## src/rtl/tbs_pkg.sv

```systemverilog
package tbs_pkg;

    typedef enum logic [2:0] {
        ST_IDLE  = 3'd0,
        ST_PGM   = 3'd1,
        ST_ERS   = 3'd2,
        ST_ESUSP = 3'd3,
        ST_ESPGM = 3'd4
    } op_state_e;

    typedef enum logic [2:0] {
        CMD_NOP  = 3'd0,
        CMD_PGM  = 3'd1,
        CMD_ERS  = 3'd2,
        CMD_SUSP = 3'd3,
        CMD_RES  = 3'd4,
        CMD_RST  = 3'd5
    } cmd_e;

    typedef struct packed {
        logic t6;
        logic t2;
    } tog_t;

    localparam int TOG_HI_POS = 6;
    localparam int TOG_LO_POS = 2;

    // Embedded algorithm running: status on every read, ready low.
    function automatic logic st_busy(op_state_e s);
        return (s == ST_PGM) || (s == ST_ERS) || (s == ST_ESPGM);
    endfunction

    // An erase is in progress or suspended: sector toggle is live.
    function automatic logic st_erase_live(op_state_e s);
        return (s == ST_ERS) || (s == ST_ESUSP) || (s == ST_ESPGM);
    endfunction

    function automatic int max2(int a, int b);
        return (a > b) ? a : b;
    endfunction

endpackage

```

## src/rtl/tbs_ctrl.sv

```systemverilog
module tbs_ctrl
    import tbs_pkg::*;
#(
    parameter int N_SECT  = 8,
    parameter int SECT_W  = 3,
    parameter int PGM_CYC = 20,
    parameter int ERS_CYC = 200,
    parameter int PP_CYC  = 10,
    parameter int PE_CYC  = 1000,
    parameter int CNT_W   = 10
) (
    input  logic              clk,
    input  logic              rst,
    input  logic              cmd_valid,
    input  logic [2:0]        cmd_code,
    input  logic [SECT_W-1:0] cmd_sect,
    input  logic [N_SECT-1:0] cmd_sel,
    input  logic [N_SECT-1:0] prot_mask,
    output op_state_e         state,
    output logic [N_SECT-1:0] ers_mask,
    output logic              op_done
);

    localparam logic [CNT_W-1:0] PGM_LD = CNT_W'(PGM_CYC - 1);
    localparam logic [CNT_W-1:0] ERS_LD = CNT_W'(ERS_CYC - 1);
    localparam logic [CNT_W-1:0] PP_LD  = CNT_W'(PP_CYC - 1);
    localparam logic [CNT_W-1:0] PE_LD  = CNT_W'(PE_CYC - 1);

    cmd_e             cmd;
    logic [CNT_W-1:0] pgm_cnt;
    logic [CNT_W-1:0] ers_cnt;
    logic             tgt_prot;
    logic             all_prot;
    logic             is_pgm, is_ers, is_susp, is_res, is_rst;

    assign cmd      = cmd_e'(cmd_code);
    assign is_pgm   = cmd_valid && (cmd == CMD_PGM);
    assign is_ers   = cmd_valid && (cmd == CMD_ERS) && (|cmd_sel);
    assign is_susp  = cmd_valid && (cmd == CMD_SUSP);
    assign is_res   = cmd_valid && (cmd == CMD_RES);
    assign is_rst   = cmd_valid && (cmd == CMD_RST);
    assign tgt_prot = prot_mask[cmd_sect];
    // every selected sector is also protected
    assign all_prot = &(~cmd_sel | prot_mask);

    always_ff @(posedge clk) begin
        if (rst) begin
            state    <= ST_IDLE;
            pgm_cnt  <= '0;
            ers_cnt  <= '0;
            ers_mask <= '0;
            op_done  <= 1'b0;
        end else begin
            op_done <= 1'b0;
            if (is_rst) begin
                state    <= ST_IDLE;
                pgm_cnt  <= '0;
                ers_cnt  <= '0;
                ers_mask <= '0;
            end else begin
                unique case (state)
                    ST_IDLE: begin
                        if (is_pgm) begin
                            state   <= ST_PGM;
                            pgm_cnt <= tgt_prot ? PP_LD : PGM_LD;
                        end else if (is_ers) begin
                            state <= ST_ERS;
                            if (all_prot) begin
                                ers_cnt  <= PE_LD;
                                ers_mask <= cmd_sel;
                            end else begin
                                ers_cnt  <= ERS_LD;
                                ers_mask <= cmd_sel & ~prot_mask;
                            end
                        end
                    end
                    ST_PGM: begin
                        if (pgm_cnt == '0) begin
                            state   <= ST_IDLE;
                            op_done <= 1'b1;
                        end else begin
                            pgm_cnt <= pgm_cnt - 1'b1;
                        end
                    end
                    ST_ERS: begin
                        if (ers_cnt == '0) begin
                            state    <= ST_IDLE;
                            op_done  <= 1'b1;
                            ers_mask <= '0;
                        end else begin
                            ers_cnt <= ers_cnt - 1'b1;
                            if (is_susp) state <= ST_ESUSP;
                        end
                    end
                    ST_ESUSP: begin
                        if (is_res) begin
                            state <= ST_ERS;
                        end else if (is_pgm) begin
                            state   <= ST_ESPGM;
                            pgm_cnt <= tgt_prot ? PP_LD : PGM_LD;
                        end
                    end
                    ST_ESPGM: begin
                        if (pgm_cnt == '0) begin
                            state   <= ST_ESUSP;
                            op_done <= 1'b1;
                        end else begin
                            pgm_cnt <= pgm_cnt - 1'b1;
                        end
                    end
                    default: state <= ST_IDLE;
                endcase
            end
        end
    end

endmodule

```

## src/rtl/tbs_toggle.sv

```systemverilog
module tbs_toggle
    import tbs_pkg::*;
#(
    parameter int N_SECT = 8,
    parameter int SECT_W = 3
) (
    input  logic              clk,
    input  logic              rst,
    input  op_state_e         state,
    input  logic [N_SECT-1:0] ers_mask,
    input  logic [SECT_W-1:0] rd_sect,
    input  logic              oe_n,
    input  logic              ce_n,
    output tog_t              tog
);

    logic rd_act;
    logic rd_q;
    logic rd_start;

    assign rd_act   = ~oe_n & ~ce_n;
    assign rd_start = rd_act & ~rd_q;

    always_ff @(posedge clk) begin
        if (rst) begin
            rd_q <= 1'b0;
            tog  <= '0;
        end else begin
            rd_q <= rd_act;
            if (rd_start && st_busy(state))
                tog.t6 <= ~tog.t6;
            if (rd_start && st_erase_live(state) && ers_mask[rd_sect])
                tog.t2 <= ~tog.t2;
        end
    end

endmodule

```

## src/rtl/tbs_outmux.sv

```systemverilog
module tbs_outmux
    import tbs_pkg::*;
#(
    parameter int N_SECT = 8,
    parameter int SECT_W = 3,
    parameter int DATA_W = 8
) (
    input  op_state_e         state,
    input  logic [N_SECT-1:0] ers_mask,
    input  logic [SECT_W-1:0] rd_sect,
    input  tog_t              tog,
    input  logic [DATA_W-1:0] arr_data,
    output logic [DATA_W-1:0] dq_out
);

    logic [DATA_W-1:0] stat_word;
    logic              show_stat;

    always_comb begin
        stat_word             = '0;
        stat_word[TOG_HI_POS] = tog.t6;
        stat_word[TOG_LO_POS] = tog.t2;
    end

    assign show_stat = st_busy(state) ||
                       ((state == ST_ESUSP) && ers_mask[rd_sect]);
    assign dq_out    = show_stat ? stat_word : arr_data;

endmodule

```

## src/rtl/flash_toggle_status.sv

```systemverilog
module flash_toggle_status
    import tbs_pkg::*;
#(
    parameter int DATA_W  = 8,
    parameter int ADDR_W  = 10,
    parameter int N_SECT  = 8,
    parameter int CLK_MHZ = 10,
    parameter int PGM_CYC = 20,
    parameter int ERS_CYC = 200
) (
    input  logic              clk,
    input  logic              rst,
    input  logic              cmd_valid,
    input  logic [2:0]        cmd_code,
    input  logic [ADDR_W-1:0] cmd_addr,
    input  logic [N_SECT-1:0] cmd_sel,
    input  logic [N_SECT-1:0] prot_mask,
    input  logic [ADDR_W-1:0] rd_addr,
    input  logic              oe_n,
    input  logic              ce_n,
    input  logic [DATA_W-1:0] arr_data,
    output logic [DATA_W-1:0] dq_out,
    output logic              rdy,
    output logic              op_done
);

    localparam int SECT_W = $clog2(N_SECT);
    localparam int PP_CYC = CLK_MHZ;        // 1 us burst
    localparam int PE_CYC = 100 * CLK_MHZ;  // 100 us burst
    localparam int MAXC   = max2(max2(PGM_CYC, ERS_CYC), max2(PP_CYC, PE_CYC));
    localparam int CNT_W  = $clog2(MAXC + 1);

    op_state_e         state;
    logic [N_SECT-1:0] ers_mask;
    tog_t              tog;
    logic [SECT_W-1:0] cmd_sect;
    logic [SECT_W-1:0] rd_sect;
    logic              unused_low;

    assign cmd_sect   = cmd_addr[ADDR_W-1 -: SECT_W];
    assign rd_sect    = rd_addr[ADDR_W-1 -: SECT_W];
    assign unused_low = ^{cmd_addr[ADDR_W-SECT_W-1:0], rd_addr[ADDR_W-SECT_W-1:0]};

    tbs_ctrl #(
        .N_SECT (N_SECT),
        .SECT_W (SECT_W),
        .PGM_CYC(PGM_CYC),
        .ERS_CYC(ERS_CYC),
        .PP_CYC (PP_CYC),
        .PE_CYC (PE_CYC),
        .CNT_W  (CNT_W)
    ) u_ctrl (
        .clk      (clk),
        .rst      (rst),
        .cmd_valid(cmd_valid),
        .cmd_code (cmd_code),
        .cmd_sect (cmd_sect),
        .cmd_sel  (cmd_sel),
        .prot_mask(prot_mask),
        .state    (state),
        .ers_mask (ers_mask),
        .op_done  (op_done)
    );

    tbs_toggle #(
        .N_SECT(N_SECT),
        .SECT_W(SECT_W)
    ) u_toggle (
        .clk     (clk),
        .rst     (rst),
        .state   (state),
        .ers_mask(ers_mask),
        .rd_sect (rd_sect),
        .oe_n    (oe_n),
        .ce_n    (ce_n),
        .tog     (tog)
    );

    tbs_outmux #(
        .N_SECT(N_SECT),
        .SECT_W(SECT_W),
        .DATA_W(DATA_W)
    ) u_outmux (
        .state   (state),
        .ers_mask(ers_mask),
        .rd_sect (rd_sect),
        .tog     (tog),
        .arr_data(arr_data),
        .dq_out  (dq_out)
    );

    assign rdy = ~st_busy(state);

endmodule

```

## config.mk

```make
export PLATFORM = sky130hd
export DESIGN_NAME = flash_toggle_status
export DESIGN_NICKNAME = d
export VERILOG_FILES = /design/src/rtl/tbs_pkg.sv /design/src/rtl/tbs_ctrl.sv /design/src/rtl/tbs_toggle.sv /design/src/rtl/tbs_outmux.sv /design/src/rtl/flash_toggle_status.sv
export SDC_FILE = /design/constraint.sdc
export NUM_CORES = 1
export LEC_CHECK = 0
export ABC_AREA = 1
export BUFFER_PORTS_ARGS = -buffer_cell sky130_fd_sc_hd__clkbuf_2
export CORE_ASPECT_RATIO = 1.1
export CORE_MARGIN = 1
export CORE_UTILIZATION = 45
export DETAILED_ROUTE_END_ITERATION = 16
export PLACE_DENSITY_LB_ADDON = 0.3
export SYNTH_ARGS = -nofsm -noshare
export SYNTH_HDL_FRONTEND = slang
export SYNTH_SLANG_ARGS = --single-unit
```

## constraint.sdc

```tcl
create_clock -name clk -period 2.23 [get_ports clk]
set_input_delay 0.1115 -clock clk [delete_from_list [all_inputs] [get_ports clk]]
set_output_delay 0.1115 -clock clk [all_outputs]
set_load 0.005 [all_outputs]
```

---- Word-level counts from Yosys, hierarchy flattened ----
Cells that the tools add are included.
operators by class
  $add $sub $neg .......................... 2
  magnitude comparators ................... 2
  equality and inequality tests ........... 20
  muxes and demuxes ....................... 32
  bitwise gates (word level) .............. 12
  reductions and logical operators ........ 28
operator list
  cell                     number
  $mux W10                 7
  $mux W8                  5
  $pmux W10 S3             1
  $mux W3                  8
  $logic_not A10 Y1        2
  $pmux W10 S2             1
  $sub A10 B1 Y10 const B  2
  $not A8 Y8               2
  $pmux W8 S2              1
  $pmux W3 S5              1
  $eq A3 B2 Y1 const B     4
  $logic_and A1 B1 Y1      10
  $eq A3 B3 Y1 const B     3
  $ne A3 B1 Y1 const B     3
  $and A8 B8 Y8            1
  $lt A3 B4 Y1 const B     2
  $ne A2 B1 Y1 const B     4
  $ne A2 B2 Y1 const B     4
  $or A8 B8 Y8             1
  $reduce_and A4 Y1        2
  $reduce_and A8 Y1        1
  $reduce_or A8 Y1         1
  $bmux W1 S3              2
  $eq A3 B1 Y1 const B     2
  12 further kinds         26
word-level totals
  flip-flop bits (word level) ............. 35
  input bits .............................. 52
  output and inout port bits .............. 10
  logic and storage cells ................. 104

---- Logic depth before layout (Yosys ltp) ----
Gate-level depths: netlist (run 1).
  depth in word-level cells ............... 7
  gate-level depth with buffers ........... 14

---- Modules after synthesis ----
Synthesis (run 1) repeated with hierarchy kept, for this count alone.
second synthesis, totals
  cell total of the unflattened synthesis .. 467
  area, all modules ....................... 2715.1 sq um
modules (own cells, without submodules)
  module               times used  cells an instance  area an instance (sq um)  sequential area each (sq um)
  tbs_ctrl             1           372                2234.6                    640.6
  tbs_toggle           1           46                 261.5                     60.1
  tbs_outmux           1           42                 191.4                     0.0
  flash_toggle_status  1           7                  27.5                      0.0

---- Least setup slack after synthesis (run 1) ----
OpenSTA, ideal clock, no wires.
  path kind ............................... reg2reg
  from .................................... register u_ctrl.ers_cnt[0]
  to ...................................... register u_ctrl.ers_mask[1]
  data arrival time ....................... 1551 ps
  data required time ...................... 2117 ps
  slack ................................... 566 ps
  stages on the path, launching flop included .. 13
  clock period less this slack ............ 1664 ps
  path through ............................ dfxtp_1 -> inv_1 -> ha_1 -> nand2_1 -> nor2_4 -> nand3_2 -> nand2_1 -> o21ai_2 -> nor2_4 -> buf_6 -> nand2_1 -> nand2_1 -> nor2_1
between the ends
  word-level cells in the longest chain between the ends .. 3
RTL lines
  element                      line            text
  from (decl)                  tbs_ctrl.sv:31  logic [CNT_W-1:0] ers_cnt;
  from (signal assigned)       tbs_ctrl.sv:91  ers_cnt <= ers_cnt - 1'b1;
  $logic_not A10 Y1            tbs_ctrl.sv:86  if (ers_cnt == '0) begin
  $ne A2 B1 Y1 (no line)       n/a
  $reduce_and A4 Y1 (no line)  n/a
  to (signal assigned)         tbs_ctrl.sv:70  ers_mask <= cmd_sel;
  to (signal assigned)         tbs_ctrl.sv:73  ers_mask <= cmd_sel & ~prot_mask;
  to (decl)                    tbs_ctrl.sv:20  output logic [N_SECT-1:0] ers_mask,
No other way between the ends.
A chain may end at the register's enable or synchronous reset.

---- Worst setup path after layout (run 1) ----
  from .................................... register u_ctrl.ers_cnt[0]
  to ...................................... register u_ctrl.ers_mask[4]
The elaborated chain is that of the path after synthesis.

==> impl_metrics.py, run 1 <==
metrics = {
    "status": {
        "status": "complete, no violations",
    },
    "logic_synthesis": {
        "synth.area.top_cells": "dfxtp_1 (29%), nand2_1 (16%), nor2_1 (12%)",
        "synthesis.nets": 459,
        "synth_top_area_frac": 0.2902,
        "synth_seq_cells": 35,
        "netlist_top_cells_count": "nand2_1 (103), nor2_1 (75), inv_1 (56), dfxtp_1 (35), nand3_1 (33)",
        "synth.avg_cell_area_sq_um": 5.963,
        "synth_flop_cell": "dfxtp_1",
        "synth_edf_count": 0,
        "synth_cell_types": 35,
        "synth-seq-area-share": 0.2902,
        "netlist_instances": 405,
        "synth.most_common_cell": "nand2_1",
        "yosysTopAreaCell": "dfxtp_1",
        "async_reset_ff_frac": 0,
        "yosysWarnings": 0,
        "syn_area_sq_um": 2415,
    },
    "timing": {
        "hold_viol_final": 0,
        "clock_skew_ns": 0.01290,
        "setup_viol": 0,
        "worst_pin_slew_ns": 0.4837,
        "period_needed_ns": 2.013,
        "drv_slew": 0,
        "relSlewSlack": 0.6775,
        "finalCritPeriodShare": 0.9026,
        "finalSetupTns_ns": 0,
        "fmax_mhz": 496.8,
        "rsz0062_at_grt": "false",
        "finalWorstSetupSlack_ns": 0.2173,
        "hold_ws_ns": 0.04753,
    },
    "clock_network": {
        "clk_pin_slew_ns": 0.08,
        "cts_made_buffers": 5,
        "cts_tree": "built",
        "clock_sinks": 35,
        "insertion_delay_ns": 0.30,
        "h-tree-depth": 2,
        "ctsRootBufferMaster": "clkbuf_8",
        "post_cts_buffers": 0,
        "clock_path_buffers": 2,
    },
    "hold_path": {
        "holdPathStages": 2,
        "hold_path.class": "in2reg",
        "min_to": "u_toggle.tog[0]$_SDFFE_PP0P_",
        "min_from": "rst",
    },
    "placement": {
        "pre_cts_ws_ns": 0.2287,
        "dpl.hpwl_um": 4346,
        "portBuffers": 47,
        "place.gp.congestion": 0.9045,
    },
    "pwr": {
        "p_per_area_nw_per_um2": 1285,
        "p_leak_uw": 0.001472,
        "ir_worst_vdd_uv": 557.9,
    },
    "floorplan": {
        "start_util": 0.4734,
        "rows": 27,
        "core_sq_um": 5101,
        "die_h_um": 78.83,
        "io_pins": 62,
        "dieArea_sq_um": 5664,
        "die_w_um": 71.85,
    },
    "setup_path": {
        "slowest_delay_ns": 0.30,
        "start_kind": "flip-flop",
        "path_delay_family": "simple AND/OR/NAND/NOR gates",
        "r2r_end": "u_ctrl.ers_mask[4]$_SDFFE_PP0P_",
        "end_kind": "flip-flop",
        "crit_buf_inv": 2,
        "worstSetupPathType": "reg2reg",
        "required_ns": 2.41,
        "r2r_setup_slack_ns": 0.22,
        "worstPathArrival_ns": 2.19,
        "cp_max_fo": 14,
        "reg2regPathDepth": 11,
        "r2r_start": "u_ctrl.ers_cnt[0]$_SDFFE_PP0P_",
        "crit_path_cell_trace": "inv_1 -> ha_1 -> nand2_1 -> nor2_4 -> nand3_2 -> nand2_1 -> o21ai_2 -> nor2_4 -> inv_1 -> nor2_1 -> nor2_1",
        "critPathSlowestCell": "dfxtp_1",
    },
    "drt": {
        "wl_per_cell_um": 10.37,
        "drtIter0Drc": 142,
        "routed_wl_um": 5516,
        "drt-pass1-iter-count": 4,
        "vias": 2584,
        "drc": 0,
        "ant_nets": 0,
        "via_per_inst": 4.857,
    },
    "finish": {
        "finalNetCount": 513,
        "fillCellCount": 516,
        "antenna_cells": 0,
        "area_delta_synth_final_pct": 18.50,
        "post_route_cells_drive_above_1_share": 0.1848,
    },
    "grt": {
        "grt_pass1_vias": 2310,
        "grt_max_degree": 16,
        "grt_usage": 0.2100,
        "grt_pass1_wl_um": 9549,
        "gr-total-overflow": 0,
        "antenna_found_initial": 0,
    },
    "run": {
        "drv_cap": 0,
    },
}
[routing by layer]
layer / global-route usage / routed length (um) / vias up
met2: 0.3877 / 2636 / 58
li1: - / - / 1388
met4: 0.05294 / 42 / 0
met5: 0 / 0 / -
met1: 0.2453 / 2616 / 1134
met3: 0.04188 / 221 / 4
[cell type report]
class / count / area [sq um] / share of cell area
timing repair buffer: 50 / 262.8 / 0.09182
multi-input combinational: 305 / 1463 / 0.5111
tap: 72 / 90.09 / 0.03148
clock buffer: 5 / 68.82 / 0.02405
sequential: 35 / 700.7 / 0.2449
inverter: 62 / 232.7 / 0.08133
clock inverter: 3 / 43.79 / 0.01530
[worst register-to-register path: cells and delay by family (launching register included)]
| kind | cells | cell delay (ns) |
|---|---|---|
| buffers and inverters | 2 | 0.25 |
| flip-flops | 1 | 0.30 |
| AND/OR/NAND/NOR | 7 | 1.03 |
| AO/OA/AOI/OAI | 1 | 0.10 |
| adder cells (fa/ha/maj) | 1 | 0.23 |
[report_power, final]
part	total (uW)	switching (uW)	internal (uW)
Combinational	2130	1370	764
Sequential	972	148	824
Clock	572	240	333
[repair_timing]
action | CTS | global route
hold buffers | 2 | 0
endpoints found under the hold margin | 1 | 0
resized for setup | 0 | 1
setup endpoints to repair | 0 | 4
[through the flow]
stage | total power, uW | area (sq um) | cells | util
after floorplan | 2669 | 2415 | 405 | -
after global placement | 3063 | 2726 | 522 | 0.5345
after detailed placement | 3103 | 2726 | 522 | 0.5345
after CTS | 3701 | 2859 | 532 | 0.5605
after global routing | 4097 | 2861 | 532 | 0.5610
final | 3678 | 2861 | 532 | 0.5610
[state kept, by name, indices dropped and copies added, names as in the netlist]
signal / count
u_ctrl.op_done: 1
u_ctrl.ers_mask: 8
u_toggle.rd_q: 1
u_toggle.tog: 2
u_ctrl.pgm_cnt: 10
u_ctrl.ers_cnt: 10
u_ctrl.state: 3
[cells by family (layout without fill, tap and decap cells)]
family                   after synthesis  in the layout  share of synthesized area
flip-flops                            35             35                     0.2902
adder cells (fa/ha/maj)                2              2                    0.01036
buffers and inverters                 65            120                     0.1052
AO/OA/AOI/OAI                         52             52                     0.1187
XOR/XNOR                               3              3                    0.01088
multiplexers                           1              1                   0.004145
AND/OR/NAND/NOR                      247            247                     0.4606
[worst max path at each step]
stage                                            endpoint  slack [ns]                            from  depth (start not counted)
after floorplan           u_ctrl.ers_mask[1]$_SDFFE_PP0P_        0.57  u_ctrl.ers_cnt[0]$_SDFFE_PP0P_                         12
after global placement    u_ctrl.ers_mask[7]$_SDFFE_PP0P_        0.30  u_ctrl.ers_cnt[0]$_SDFFE_PP0P_                         11
after detailed placement  u_ctrl.ers_mask[4]$_SDFFE_PP0P_        0.23  u_ctrl.ers_cnt[0]$_SDFFE_PP0P_                         11
after CTS                                       dq_out[7]        0.15    u_ctrl.state[0]$_SDFFE_PP0P_                          7
after global routing      u_ctrl.ers_mask[4]$_SDFFE_PP0P_       0.008  u_ctrl.ers_cnt[0]$_SDFFE_PP0P_                         11
final                     u_ctrl.ers_mask[4]$_SDFFE_PP0P_        0.22  u_ctrl.ers_cnt[0]$_SDFFE_PP0P_                         11
[placed cells by master, fill, tap and decap left out, types with 2 or more instances in the layout]
cell           Yosys  layout
a21oi_1           21      21
clkbuf_2           0      47
clkbuf_8           0       5
dfxtp_1           35      35
dlygate4sd3_1      0       2
ha_1               2       2
inv_1             56      56
inv_2              5       5
nand2_1          103     103
nand2_2            5       5
nand2_4            3       3
nand3_1           33      33
nand3_2            2       2
nand4_1            7       7
nor2_1            75      74
nor2_2             2       3
nor2_4             6       6
nor3_1             6       6
o21ai_0           19      19
o21ai_1            3       3
o22ai_1            3       3
xnor2_1            2       2
No activity file was read; power rests on OpenSTA's default activity.
==> inputs of run 2 (changes only) <==
--- a/config.mk
+++ b/config.mk
@@ -8,3 +8,3 @@
 export ABC_AREA = 1
-export BUFFER_PORTS_ARGS = -buffer_cell sky130_fd_sc_hd__clkbuf_2
+export BUFFER_PORTS_ARGS = -buffer_cell sky130_fd_sc_hd__buf_4
 export CORE_ASPECT_RATIO = 1.1
==> constraint.sdc (replaced) <==
create_clock -name clk -period 2.23 [get_ports clk]
set_input_delay 0.446 -clock clk [delete_from_list [all_inputs] [get_ports clk]]
set_output_delay 0.446 -clock clk [all_outputs]
set_load 0.005 [all_outputs]
==> impl_metrics.py, run 2 (synthesis results as in run 1) <==
metrics = {
    "drt": {
        "routed_wl_um": 5576,
        "wl_per_cell_um": 10.46,
        "drtIter0Drc": 98,
        "drc": 0,
        "via_per_inst": 4.824,
        "vias": 2571,
        "drt-pass1-iter-count": 4,
        "ant_nets": 0,
    },
    "floorplan": {
        "die_h_um": 78.83,
        "core_sq_um": 5101,
        "die_w_um": 71.85,
        "io_pins": 62,
        "start_util": 0.4734,
        "dieArea_sq_um": 5664,
        "rows": 27,
    },
    "timing": {
        "worst_pin_slew_ns": 0.3207,
        "clock_skew_ns": 0.005314,
        "rsz0062_at_grt": "false",
        "relSlewSlack": 0.7846,
        "fmax_mhz": 478.2,
        "finalCritPeriodShare": 0.9378,
        "hold_viol_final": 0,
        "finalSetupTns_ns": 0,
        "drv_slew": 0,
        "setup_viol": 0,
        "period_needed_ns": 2.091,
    },
    "grt": {
        "antenna_found_initial": 0,
        "grt_max_degree": 16,
        "grt_pass1_wl_um": 9998,
        "gr-total-overflow": 0,
        "grt_pass1_vias": 2457,
        "grt_usage": 0.2195,
    },
    "setup_path": {
        "start_kind": "flip-flop",
        "r2r_setup_slack_ns": 0.30,
        "r2r_start": "u_ctrl.ers_cnt[0]$_SDFFE_PP0P_",
        "worstSetupPathType": "reg2out",
        "cp_max_fo": 8,
        "end_kind": "output port",
        "required_ns": 1.78,
        "crit_start": "u_ctrl.state[1]$_SDFFE_PP0P_",
        "reg2regPathDepth": 11,
        "worstPathArrival_ns": 1.65,
        "r2r_end": "u_ctrl.ers_mask[7]$_SDFFE_PP0P_",
    },
    "finish": {
        "post_route_cells_drive_above_1_share": 0.1887,
        "top_regs": "u_ctrl.ers_cnt x10, u_ctrl.pgm_cnt x10, u_ctrl.ers_mask x8",
        "area_delta_synth_final_pct": 22.23,
        "finalInstanceArea_sq_um": 2952,
        "finalNetCount": 514,
        "layout_commonest_cell": "nand2_1",
        "final_cell_mix": "nand2_1 (102), nor2_1 (75), inv_1 (56)",
        "finalNonFillerCells": 533,
        "antenna_cells": 0,
    },
    "placement": {
        "place.gp.congestion": 0.8604,
        "placed_cell_area_sq_um": 2867,
        "dp.cells": 525,
        "portBuffers": 47,
        "dpl.hpwl_um": 4420,
    },
    "clock_network": {
        "insertion_delay_ns": 0.29,
        "ctsHoldBuffers": 0,
        "cts_tree": "built",
        "cts_resized": 0,
        "h-tree-depth": 2,
        "ctsRootBufferMaster": "clkbuf_8",
        "post_cts_buffers": 0,
        "clk_pin_slew_ns": 0.07,
        "cts_made_buffers": 5,
        "clock_path_buffers": 2,
        "clock_sinks": 35,
    },
    "hold_path": {
        "hold_path.class": "in2reg",
        "holdPathStages": 2,
        "min_to": "u_toggle.rd_q$_SDFF_PP0_",
        "min_from": "oe_n",
    },
    "pwr": {
        "p_per_area_nw_per_um2": 1233,
        "p_leak_uw": 0.001491,
        "ir_worst_vdd_uv": 647.3,
    },
    "status": {
        "status": "complete, no violations",
    },
    "run": {
        "drv_cap": 0,
    },
}
==> run 2: changes by cell type in the layout (fill, tap and decap cells not counted), sizes merged <==
cell         delta
clkinv          -1
clkbuf         -45
bufinv          -1
dlygate4sd3     -2
buf            +50
==> run 2: cell type report <==
cell class / count / area [sq um]
clock buffers: 7 / 76.32
fillers: 501 / 2150
inverters: 62 / 232.7
well taps: 72 / 90.09
clock inverters: 1 / 5.005
repair buffers: 51 / 382.9
multi-input cells: 305 / 1463
flip-flops and latches: 35 / 701.9
==> run 2: through the flow <==
step | hold slack [ns] | utilization | power [uW] | worst slack [ns]
3_5_place_dp | 0.4534 | 0.5619 | 3193 | 0.1756
2_1_floorplan | 0.4271 | - | 2669 | 0.4820
4_1_cts | 0.3034 | 0.5779 | 3652 | 0.009837
6_report | 0.3119 | 0.5786 | 3638 | 0.1388
5_1_grt | 0.3182 | 0.5786 | 4072 | 0.005238
3_3_place_gp | 0.4469 | 0.5619 | 3151 | 0.1788
==> run 2: worst max-delay path by stage <==
| stage | end | slack (ns) | cells after the start |
|---|---|---|---|
| 6_report | dq_out[6] | 0.14 | 8 |
| 5_1_grt | dq_out[6] | 0.005 | 8 |
| 4_1_cts | dq_out[6] | 0.01 | 8 |
| 3_5_place_dp | dq_out[6] | 0.18 | 11 |
| 3_3_place_gp | dq_out[6] | 0.18 | 11 |
| 2_1_floorplan | dq_out[0] | 0.48 | 6 |
==> run 2: report_power, final <==
| group | switching (uW) | internal, uW | leakage (uW) | total, uW |
|---|---|---|---|---|
| combinational | 1380 | 842 | 0.00116 | 2220 |
| sequential | 142 | 826 | 0.000287 | 968 |
| clock | 230 | 219 | 0.0000422 | 449 |
==> run 2: worst max-delay path: stages, from the launching register on <==
cell and delay (ns):
dfxtp_1 0.44, nor2_4 0.08, nand2_2 0.10, nand2_2 0.13, nor2_1 0.20, buf_4 0.16
nand3_1 0.07, nand2_1 0.07, buf_4 0.10
==> run 2: routing by layer <==
layer / global-route usage / vias to the layer above / share of wire
li1: - / 1394 / -
met1: 0.2690 / 1103 / 0.46
met2: 0.3792 / 66 / 0.47
met3: 0.04442 / 8 / 0.062
met4: 0.07647 / 0 / 0.016
met5: 0 / - / 0
